`src/rtl/clkmode_pkg.sv`:
```
package clkmode_pkg;

    localparam int NGRP = 7;

    // group index order is fixed: bit positions of grp_clk / grp_oe
    typedef enum logic [2:0] {
        G_CPU   = 3'd0,
        G_SDRAM = 3'd1,
        G_V66   = 3'd2,
        G_PCI   = 3'd3,
        G_USB   = 3'd4,
        G_REF   = 3'd5,
        G_APIC  = 3'd6
    } grp_e;

    typedef enum logic [1:0] {
        SS_OFF = 2'b00,
        SS_025 = 2'b01,
        SS_040 = 2'b10,
        SS_060 = 2'b11
    } ss_code_e;

    typedef enum logic [1:0] {
        MD_HIZ,
        MD_TEST,
        MD_SLOW,
        MD_FAST
    } mode_e;

    typedef struct packed {
        mode_e    mode;
        logic     cpu_fast;
        ss_code_e ss;
    } decode_t;

    // default test-mode divide ratios
    localparam int unsigned DEF_DIV_CPU     = 2;
    localparam int unsigned DEF_DIV_SDRAM   = 2;
    localparam int unsigned DEF_DIV_V66     = 3;
    localparam int unsigned DEF_DIV_PCI     = 8;
    localparam int unsigned DEF_DIV_USB     = 2;
    localparam int unsigned DEF_DIV_REF     = 1;
    localparam int unsigned DEF_DIV_APIC_LO = 16;
    localparam int unsigned DEF_DIV_APIC_HI = 8;

    function automatic mode_e sel_to_mode(input logic s2, input logic s1, input logic s0);
        mode_e m;
        if ({s2, s1, s0} == 3'b000)      m = MD_HIZ;
        else if ({s2, s1, s0} == 3'b001) m = MD_TEST;
        else if (s0)                     m = MD_FAST;
        else                             m = MD_SLOW;
        return m;
    endfunction

    function automatic ss_code_e sel_to_spread(input logic s2, input logic s1, input logic en);
        ss_code_e c;
        if (!en) begin
            c = SS_OFF;
        end else begin
            case ({s2, s1})
                2'b01:   c = SS_060;
                2'b10:   c = SS_025;
                2'b11:   c = SS_040;
                default: c = SS_OFF;
            endcase
        end
        return c;
    endfunction

endpackage

```
`src/rtl/clkmode_decode.sv`:
```
module clkmode_decode
    import clkmode_pkg::*;
(
    input  logic    sel0,
    input  logic    sel1,
    input  logic    sel2,
    input  logic    ss_en,
    output decode_t dec
);
    mode_e m;

    always_comb begin
        m            = sel_to_mode(sel2, sel1, sel0);
        dec.mode     = m;
        dec.cpu_fast = (m == MD_FAST);
        // normal modes never have sel2:sel1 == 00, so the map alone gates spread off
        dec.ss       = sel_to_spread(sel2, sel1, ss_en);
    end
endmodule

```
`src/rtl/clkmode_strap.sv`:
```
module clkmode_strap (
    input  logic clk,
    input  logic rst,
    input  logic strap_pin,
    output logic strap_q
);
    logic q;

    always_ff @(posedge clk) begin
        if (rst) q <= strap_pin;
    end

    assign strap_q = q;
endmodule

```
`src/rtl/clkmode_div.sv`:
```
module clkmode_div #(
    parameter int unsigned DIV = 2
) (
    input  logic clk,
    input  logic rst,
    input  logic en,
    output logic clk_o
);
    localparam int unsigned CW   = (DIV > 2) ? $clog2(DIV) : 1;
    localparam int unsigned HALF = DIV / 2;
    localparam int unsigned AHI  = (DIV - 1) / 2;

    generate
        if (DIV == 1) begin : g_pass
            assign clk_o = clk & en;
        end else begin : g_cnt
            logic [CW-1:0] cnt;
            logic [CW-1:0] nxt;
            logic          hold;

            assign hold = rst | ~en;
            assign nxt  = (cnt == CW'(DIV - 1)) ? '0 : cnt + 1'b1;

            if ((DIV % 2) == 0) begin : g_even
                logic q;
                always_ff @(posedge clk) begin
                    if (hold) begin
                        cnt <= CW'(DIV - 1);
                        q   <= 1'b0;
                    end else begin
                        cnt <= nxt;
                        q   <= (nxt < CW'(HALF));
                    end
                end
                assign clk_o = q;
            end else begin : g_odd
                logic a;
                logic b;
                always_ff @(posedge clk) begin
                    if (hold) begin
                        cnt <= CW'(DIV - 1);
                        a   <= 1'b0;
                    end else begin
                        cnt <= nxt;
                        a   <= (nxt < CW'(AHI));
                    end
                end
                // half-cycle stretch on the falling edge keeps duty near 50%
                always_ff @(negedge clk) begin
                    if (hold) b <= 1'b0;
                    else      b <= a;
                end
                assign clk_o = a | b;
            end
        end
    endgenerate
endmodule

```
`src/rtl/clkmode_sel.sv`:
```
module clkmode_sel
    import clkmode_pkg::*;
#(
    parameter int unsigned DIV_CPU     = DEF_DIV_CPU,
    parameter int unsigned DIV_SDRAM   = DEF_DIV_SDRAM,
    parameter int unsigned DIV_V66     = DEF_DIV_V66,
    parameter int unsigned DIV_PCI     = DEF_DIV_PCI,
    parameter int unsigned DIV_USB     = DEF_DIV_USB,
    parameter int unsigned DIV_REF     = DEF_DIV_REF,
    parameter int unsigned DIV_APIC_LO = DEF_DIV_APIC_LO,
    parameter int unsigned DIV_APIC_HI = DEF_DIV_APIC_HI
) (
    input  logic            tclk,
    input  logic            rst,
    input  logic            sel0,
    input  logic            sel1,
    input  logic            sel2,
    input  logic            ss_en,
    input  logic            strap_pin,
    output logic [NGRP-1:0] grp_clk,
    output logic [NGRP-1:0] grp_oe,
    output logic            cpu_fast,
    output logic [1:0]      ss_code,
    output logic            apic_fast
);
    localparam int unsigned DIVS [NGRP] = '{DIV_CPU, DIV_SDRAM, DIV_V66, DIV_PCI,
                                            DIV_USB, DIV_REF, DIV_APIC_LO};

    decode_t         dec;
    logic            strap_q;
    logic            test_en;
    logic [NGRP-1:0] div_out;
    logic            apic_hi_out;

    clkmode_decode u_dec (
        .sel0  (sel0),
        .sel1  (sel1),
        .sel2  (sel2),
        .ss_en (ss_en),
        .dec   (dec)
    );

    clkmode_strap u_strap (
        .clk       (tclk),
        .rst       (rst),
        .strap_pin (strap_pin),
        .strap_q   (strap_q)
    );

    assign test_en = (dec.mode == MD_TEST);

    // all dividers share one enable, so they leave the held state on the same edge
    generate
        for (genvar g = 0; g < NGRP; g++) begin : g_grp
            clkmode_div #(.DIV(DIVS[g])) u_div (
                .clk   (tclk),
                .rst   (rst),
                .en    (test_en),
                .clk_o (div_out[g])
            );
        end
    endgenerate

    clkmode_div #(.DIV(DIV_APIC_HI)) u_div_apic_hi (
        .clk   (tclk),
        .rst   (rst),
        .en    (test_en),
        .clk_o (apic_hi_out)
    );

    always_comb begin
        grp_clk = div_out;
        grp_clk[G_APIC] = strap_q ? apic_hi_out : div_out[G_APIC];
        grp_clk = grp_clk & {NGRP{test_en}};
    end

    assign grp_oe    = (dec.mode == MD_HIZ) ? '0 : '1;
    assign cpu_fast  = dec.cpu_fast;
    assign ss_code   = dec.ss;
    assign apic_fast = strap_q;
endmodule

```
`config.mk`:
```
export PLATFORM = sky130hd
export DESIGN_NAME = clkmode_sel
export DESIGN_NICKNAME = d
export VERILOG_FILES = /design/src/rtl/clkmode_pkg.sv /design/src/rtl/clkmode_decode.sv /design/src/rtl/clkmode_strap.sv /design/src/rtl/clkmode_div.sv /design/src/rtl/clkmode_sel.sv
export SDC_FILE = /design/constraint.sdc
export NUM_CORES = 1
export LEC_CHECK = 0
export CAP_MARGIN = 15
export CORE_ASPECT_RATIO = 0.6
export CORE_MARGIN = 4
export CORE_UTILIZATION = 27
export CTS_BUF_LIST = sky130_fd_sc_hd__clkbuf_16
export DETAILED_ROUTE_END_ITERATION = 12
export PLACE_DENSITY = 0.51
export RECOVER_POWER = 50
export SYNTH_ARGS = -nofsm -noshare
export SYNTH_HDL_FRONTEND = slang
export SYNTH_SLANG_ARGS = --single-unit
```
`constraint.sdc`:
```
create_clock -name tclk -period 1.4 [get_ports tclk]
set_input_delay 0.28 -clock tclk [delete_from_list [all_inputs] [get_ports tclk]]
set_output_delay 0.28 -clock tclk [all_outputs]
set_load 0.1 [all_outputs]
```
Word-level counts from Yosys, hierarchy flattened
Cells that the tools add are included.

word-level totals
  bits in registers = 24
  latch bits = 0
  RAM bits = 0
  memory bits (read-only) = 0
  input port bits = 7
  output and inout port bits = 18
  word-level logic and storage cells = 61
  memories = 0

operators by class
  add/subtract/negate cells = 7
  multipliers = 0
  div/mod/pow operators = 0
  $lt $le $gt $ge = 7
  equal/unequal tests = 10
  shift operators = 0
  mux-type cells = 14
  bitwise operators = 5
  reduce and logical (&&, ||, !) cells = 2

operators by type and width
  cell                                                  number
  equality test 2 bit (second input constant)           4
  2-to-1 mux 2 bit                                      4
  bitwise AND 7 bit                                     1
  2-to-1 mux 7 bit                                      1
  adder 3 x 1 -> 3 bit (second input constant)          2
  equality test 3 bit (second input constant)           2
  < comparator 3 bit (second input constant)            2
  2-to-1 mux 3 bit                                      2
  one-hot mux 2 bit (3 select lines)                    1
  2-to-1 mux 1 bit                                      5
  adder 4 x 1 -> 4 bit (second input constant)          1
  equality test 2 x 1 -> 1 bit (second input constant)  2
  equality test 4 bit (second input constant)           1
  < comparator 4 bit (second input constant)            1
  2-to-1 mux 4 bit                                      1
  adder 1 bit (second input constant)                   3
  equality test 3 x 1 -> 1 bit (second input constant)  1
  logical NOT 3 bit                                     1
  < comparator 1 bit (second input constant)            3
  adder 2 x 1 -> 2 bit (second input constant)          1
  logical NOT 2 bit                                     1
  < comparator 2 x 1 -> 1 bit (second input constant)   1
  OR 1 bit                                              2
  bitwise AND 1 bit                                     1
  inverter 1 bit                                        1

Logic depth before layout (Yosys ltp)
Gate-level depths: netlist of the first run.

  depth after elaboration = 6
  depth in mapped cells = 4

By module
Synthesis of the first run repeated with hierarchy kept, for this count alone.

second synthesis, totals
  cells, all modules = 93
  area, all modules = 1027.2 um^2

by module, submodules not included
  module                            instances  cells each  area each (um^2)  sequential area each (um^2)
  clkmode_div (g_grp[3].u_div ...)  2          11          143.9             80.1
  clkmode_div (g_grp[6].u_div)      1          18          183.9             100.1
  clkmode_div (g_grp[0].u_div ...)  3          4           56.3              40.0
  clkmode_div (g_grp[2].u_div)      1          12          140.1             80.1
  clkmode_sel                       1          16          126.4             0.0
  clkmode_decode                    1          11          83.8              0.0
  clkmode_strap                     1          1           30.0              30.0
  clkmode_div (g_grp[5].u_div)      1          1           6.3               0.0

==> results.yml, run 1 <==
worst_setup_path:
  start_kind: "register"
  path_cells: "nor2_2, nor2_4, buf_12"
  worstSetupPathType: "reg2out"
  slowest_delay_ps: 310
  end_kind: "output pin"
  critPathSlowestCell: "dfxtp_2"
  cp_max_fo: 1
  worstPathArrival_ps: 1530
  worstPathRequired_ps: 1120
die:
  coreArea_um2: 3240
  die_h_um: 53.0
  floorplan.initialDensity_pct: 28.0
  die_w_um: 82.9
  die_area_um2: 4390
  num_rows: 16
  num_io_pins: 25
synthesis:
  syn_inst: 87
  synth_most_common_cell: "dfxtp_1"
  synth.top_cell.area_share_pct: 50.6
  syn_avg_cell_area_um2: 10.5
  synth_nets: 101
  netlist_top_cells_area: "dfxtp_1 51%, ha_1 9.6%, buf_4 5.8%, and3_1 4.1%, inv_1 3.7%"
  ys_async_sr_fraction_pct: 0
  yosysSeqAreaShare_pct: 53.9
  synth_top_cell_by_area: "dfxtp_1"
  yosys_warnings: 0
  synth_seq_cells: 24
  syn_area_um2: 910
  synthFlopType: "dfxtp_1"
  synth_cell_types: 23
  synth_commonest_cells: "23 x dfxtp_1, 9 x inv_1, 7 x buf_4, 7 x ha_1, 6 x and3_1"
  synth_edf_count: 1
global_route:
  grt-ovfl-total: 0
  grt_util_all_layers_pct: 9.63
  grt_pass1_wl_um: 3240
  antenna_found_initial: 0
  grt_pass1_vias: 684
  grt_max_degree: 17
power_and_ir_drop:
  p_leak_nw: 0.705
  ir_drop_v: 0.000541
  powerDensity_nw_per_um2: 1020
  power_mw: 1.65
  internal_power_mw: 1.15
  p_switching_mw: 0.503
  seq_power_share_pct: 43.4
  pwr-share-clk_pct: 35.9
  p_sw_share_pct: 30.5
  combPwrFrac_pct: 20.8
clock_tree:
  cts-root-buf: "clkbuf_16"
  cts_tree: "done"
  insertion_delay_ps: 290
  clockBufferDepth: 2
  h-tree-depth: 1
  cts_hold_buf: 0
  cts_buffers: 3
  clkTransAtPathRegs_ps: 60
run_status:
  violations: "negative setup slack"
  status: "finished with violations"
routing:
  viasPerCell: 4.17
  vias: 693
  drtIter0Drc: 66
  drt-pass1-iter-count: 4
  drc_errors: 0
  ant_nets: 0
  routedWlPerCell_um: 12.0
  finalWirelength_um: 1980
timing:
  setup_viol: 24
  fin_worst_skew_ps: 156
  hold_violations: 0
  slew_headroom_pct: 68.9
  worstMarginPinSlew_ps: 459
  finalWorstSetupSlack_ps: -414
  fin_hold_ws_ps: 390
  slew_violations: 0
  rsz0062_at_grt: "yes"
layout:
  final_nets: 136
  final_layout_size_suffix_gt1_share_pct: 43.8
  diodes: 0
  seq_area_um2: 492
  multi_input_area_um2: 422
  fillCellCount: 296
  syn2layout_area_growth_pct: 77.3
hold_path:
  worstHoldPathType: "reg2reg"
flow_run:
  cap_violations: 0
place:
  gp_congestion: 0.721
  pre_cts_ws_ps: -1030
  dp.final_hpwl_um: 1420
  portBuffers: 24
flip-flops by register name, indices dropped and copies added (netlist names):
register                   cells
g_grp.u_div.g_cnt.cnt         12
g_grp.u_div.clk_o              5
u_div_apic_hi.g_cnt.cnt        3
g_grp.u_div.g_cnt.g_odd.a      1
g_grp.u_div.g_cnt.g_odd.b      1
u_div_apic_hi.clk_o            1
u_strap.strap_q                1
path summary, 6_finish.rpt:
check                                                  start                           end  slack (ps)  cells after the start
worst max-delay path            g_grp[2].u_div.g_cnt.g_odd.b                    grp_clk[2]        -410                      3
worst min-delay path                g_grp[0].u_div.g_cnt.cnt      g_grp[0].u_div.g_cnt.cnt         390                      1
worst max register to register  g_grp[2].u_div.g_cnt.g_odd.a  g_grp[2].u_div.g_cnt.g_odd.b         170                      1
worst min register to register      g_grp[0].u_div.g_cnt.cnt      g_grp[0].u_div.g_cnt.cnt         390                      1
cell usage in the layout, fill, tap and decap left out, types with 2 or more instances in the layout:
cell type,Yosys,final
dfxtp_1,23,22
buf_12,0,18
inv_1,9,9
buf_6,0,7
ha_1,7,6
o21ai_0,5,5
nor2_4,0,4
and3_4,0,4
nand2b_1,4,4
nand2_1,5,4
buf_8,0,3
and2_1,2,2
nor2b_4,0,2
and3_1,6,2
clkbuf_16,0,2
buf_4,7,2
repair_timing:
item / CTS / global route
endpoints found under the hold margin: 0 / 0
setup buffers: 6 / 2
pin swaps: 4 / 9
setup endpoints to repair: 28 / 13
resized for setup: 28 / 21
gates cloned: 0 / 0
cell type report:
type / count / share of cell area, %
Clock buffer: 3 / 4.34
Multi-Input combinational cell: 47 / 26.1
Inverter: 8 / 1.86
Timing Repair Buffer: 36 / 32.8
Sequential cell: 24 / 30.5
Tap cell: 45 / 3.49
Clock inverter: 3 / 0.853
critical path: cells and delay by family (launching register included):
family,cells,cell delay [ps]
and+or+nand+nor,2,170
buffers and inverters,1,160
DFF,1,310
cell families (layout without fill, tap and decap cells):
kind of cell,Yosys count,in the layout,share of synthesized area [%]
XOR/XNOR,1,1,0.963
AO/OA/AOI/OAI,7,7,4.13
buffers and inverters,16,50,9.49
flip-flops,24,24,53.9
adder cells (fa/ha/maj),7,7,9.63
AND/OR/NAND/NOR,31,31,20.8
multiplexers,1,1,1.10
per-stage QoR:
| step | TNS (ps) | std cells | util, % | cell area, um2 |
|---|---|---|---|---|
| 3_5_place_dp | -14460 | 156 | 44.5 | 1440 |
| 2_1_floorplan | -1250 | 87 | - | 1000 |
| 3_3_place_gp | -13860 | 156 | 44.5 | 1440 |
| 5_1_grt | -4870 | 166 | 49.7 | 1610 |
| 6_report | -3600 | 166 | 49.7 | 1610 |
| 4_1_cts | -1680 | 166 | 49.5 | 1600 |
layer usage:
metal  vias up  track usage [%]  part of all wire, %
met5         -                0                    0
met1       330             12.6                   49
met2        19             13.8                   41
met4         0             1.36                 0.40
li1        342                -                    -
met3         2             5.60                  9.4
power groups by stage:
stage	Sequential (mW)	Combinational, mW	Clock (mW)
floorplan	0.746	0.182	0.0696
global placement	0.732	0.312	0.0774
detailed placement	0.732	0.313	0.0774
CTS	0.716	0.337	0.712
global route	0.718	0.358	0.643
finish	0.716	0.342	0.592
Power figures use the tool's default switching activity.
==> run 2: changes to the inputs <==
Settings changed: TNS_END_PERCENT set to 100.
==> results of run 2 <==
Final layout, timing and power as in run 1 (identical DEF).
==> run 3: changes to the inputs <==
Settings changed: CORE_MARGIN 4 to not set.
==> run 3 against run 2 <==
The flow still finishes with violations (negative setup slack); combinational power down 2%; worst setup slack lost 5.5 ps; highest routed layer is now met3; clock-buffer cell count did not move; clock skew is 2.2 ps lower; register-to-register slack about the same; critical path depth did not move; final area decreased by 1.8%; hold slack got worse by 98 ps; via count shrank 3.9%; critical endpoint unchanged; sequential share of layout area grew 0.55 points.
==> results.yml, run 3 (same netlist as run 1, synthesis figures left out) <==
layout:
  fillCellCount: 276
  layout_commonest_cell: "dfxtp_1"
  largest_reg_flops: 12
  final_nets: 134
  layout_common_cells: "22 x dfxtp_1, 18 x buf_12, 10 x inv_1"
  syn2layout_area_growth_pct: 74.1
  diodes: 0
  final_layout_size_suffix_gt1_share_pct: 44.5
  final_util_pct: 52.1
  top_register: "g_grp.u_div.g_cnt.cnt"
clock_tree:
  clockBufferDepth: 2
  h-tree-depth: 1
  clkTransAtPathRegs_ps: 80
  insertion_delay_ps: 290
  cts_tree: "done"
  cts_buffers: 3
  cts-root-buf: "clkbuf_16"
  cts_hold_buf: 0
routing:
  viasPerCell: 4.14
  drc_errors: 0
  vias: 666
  drtIter0Drc: 43
  finalWirelength_um: 1870
  drt-pass1-iter-count: 4
  routedWlPerCell_um: 11.6
  ant_nets: 0
worst_setup_path:
  start_kind: "register"
  end_kind: "output pin"
  worstPathArrival_ps: 1540
  cp_max_fo: 1
  worst-path-buf-inv: 1
  path_cells: "nor2_2, nor2_4, buf_12"
  slowest_delay_ps: 310
  worstPathRequired_ps: 1120
  ff2ff_path_depth: 1
  worstSetupPathType: "reg2out"
  critPathSlowestCell: "dfxtp_2"
  path_delay_family: "flip-flops"
  path_depth: 3
timing:
  fin_worst_skew_ps: 153
  setup_viol: 13
  slew_headroom_pct: 80.0
  hold_violations: 0
  rsz0062_at_grt: "yes"
  fin_hold_ws_ps: 292
  finalWorstSetupSlack_ps: -419
  worstMarginPinSlew_ps: 300
  slew_violations: 0
place:
  gp_congestion: 0.671
  dp.final_hpwl_um: 1380
  portBuffers: 24
die:
  num_io_pins: 25
  coreArea_um2: 3040
  num_rows: 15
  die_h_um: 47.0
  die_area_um2: 3610
  die_w_um: 76.9
  floorplan.initialDensity_pct: 29.9
global_route:
  grt_pass1_vias: 620
  grt_max_degree: 17
  grt_pass1_wl_um: 2930
  grt-ovfl-total: 0
  antenna_found_initial: 0
  grt_util_all_layers_pct: 11.2
power_and_ir_drop:
  p_leak_nw: 0.706
  powerDensity_nw_per_um2: 1030
  ir_drop_v: 0.000652
run_status:
  violations: "negative setup slack"
  status: "finished with violations"
flow_run:
  cap_violations: 0
hold_path:
  worstHoldPathType: "reg2reg"
  hold_path_depth: 1
## run 3: routing by layer
layer / up-vias / routed length, um / global-route usage [%]
met2: 24 / 810 / 17.1
li1: 340 / - / -
met3: 0 / 128 / 5.63
met4: 0 / 0 / 2.31
met5: - / 0 / 0
met1: 302 / 935 / 14.3
## run 3: cell type report
class                      count  area, um2  share of cell area [%]
clock buffer                   3       70.1                    4.42
clock inverter                 3       13.8                   0.869
tap                           42       52.6                    3.32
sequential                    24        492                    31.0
timing repair buffer          34        502                    31.7
multi-input combinational     47        424                    26.8
inverter                       8       30.0                    1.90
## run 3: final timing paths
| check | from | to | slack (ps) |
|---|---|---|---|
| worst max-delay path | g_grp[2].u_div.g_cnt.g_odd.b | grp_clk[2] | -420 |
| worst min-delay path | g_grp[2].u_div.g_cnt.cnt[1] | g_grp[2].u_div.g_cnt.cnt[0] | 290 |
| worst max register to register | g_grp[2].u_div.g_cnt.g_odd.a | g_grp[2].u_div.g_cnt.g_odd.b | 170 |
| worst min register to register | g_grp[2].u_div.g_cnt.cnt[1] | g_grp[2].u_div.g_cnt.cnt[0] | 290 |
## run 3: report_power, final
part / switching, mW / total (mW) / internal [mW]
clock network: 0.284 / 0.579 / 0.295
logic: 0.197 / 0.335 / 0.138
registers: 0.00967 / 0.716 / 0.707
## run 3: through the flow
stage	TNS (ps)	instance area, um2	total power [mW]	cells	worst slack [ps]
2_1_floorplan	-1250	1000	0.997	87	-533
5_1_grt	-1510	1580	1.71	161	-448
3_5_place_dp	-15140	1440	1.12	153	-1040
6_report	-1140	1580	1.63	161	-419
3_3_place_gp	-13760	1440	1.12	153	-1020
4_1_cts	-1630	1580	1.76	162	-550
## run 3: what timing repair did
action	4_1_cts	5_1_grt
setup buffers	4	1
gates resized for setup	28	16
pin swaps	4	3
setup endpoints to repair	36	14
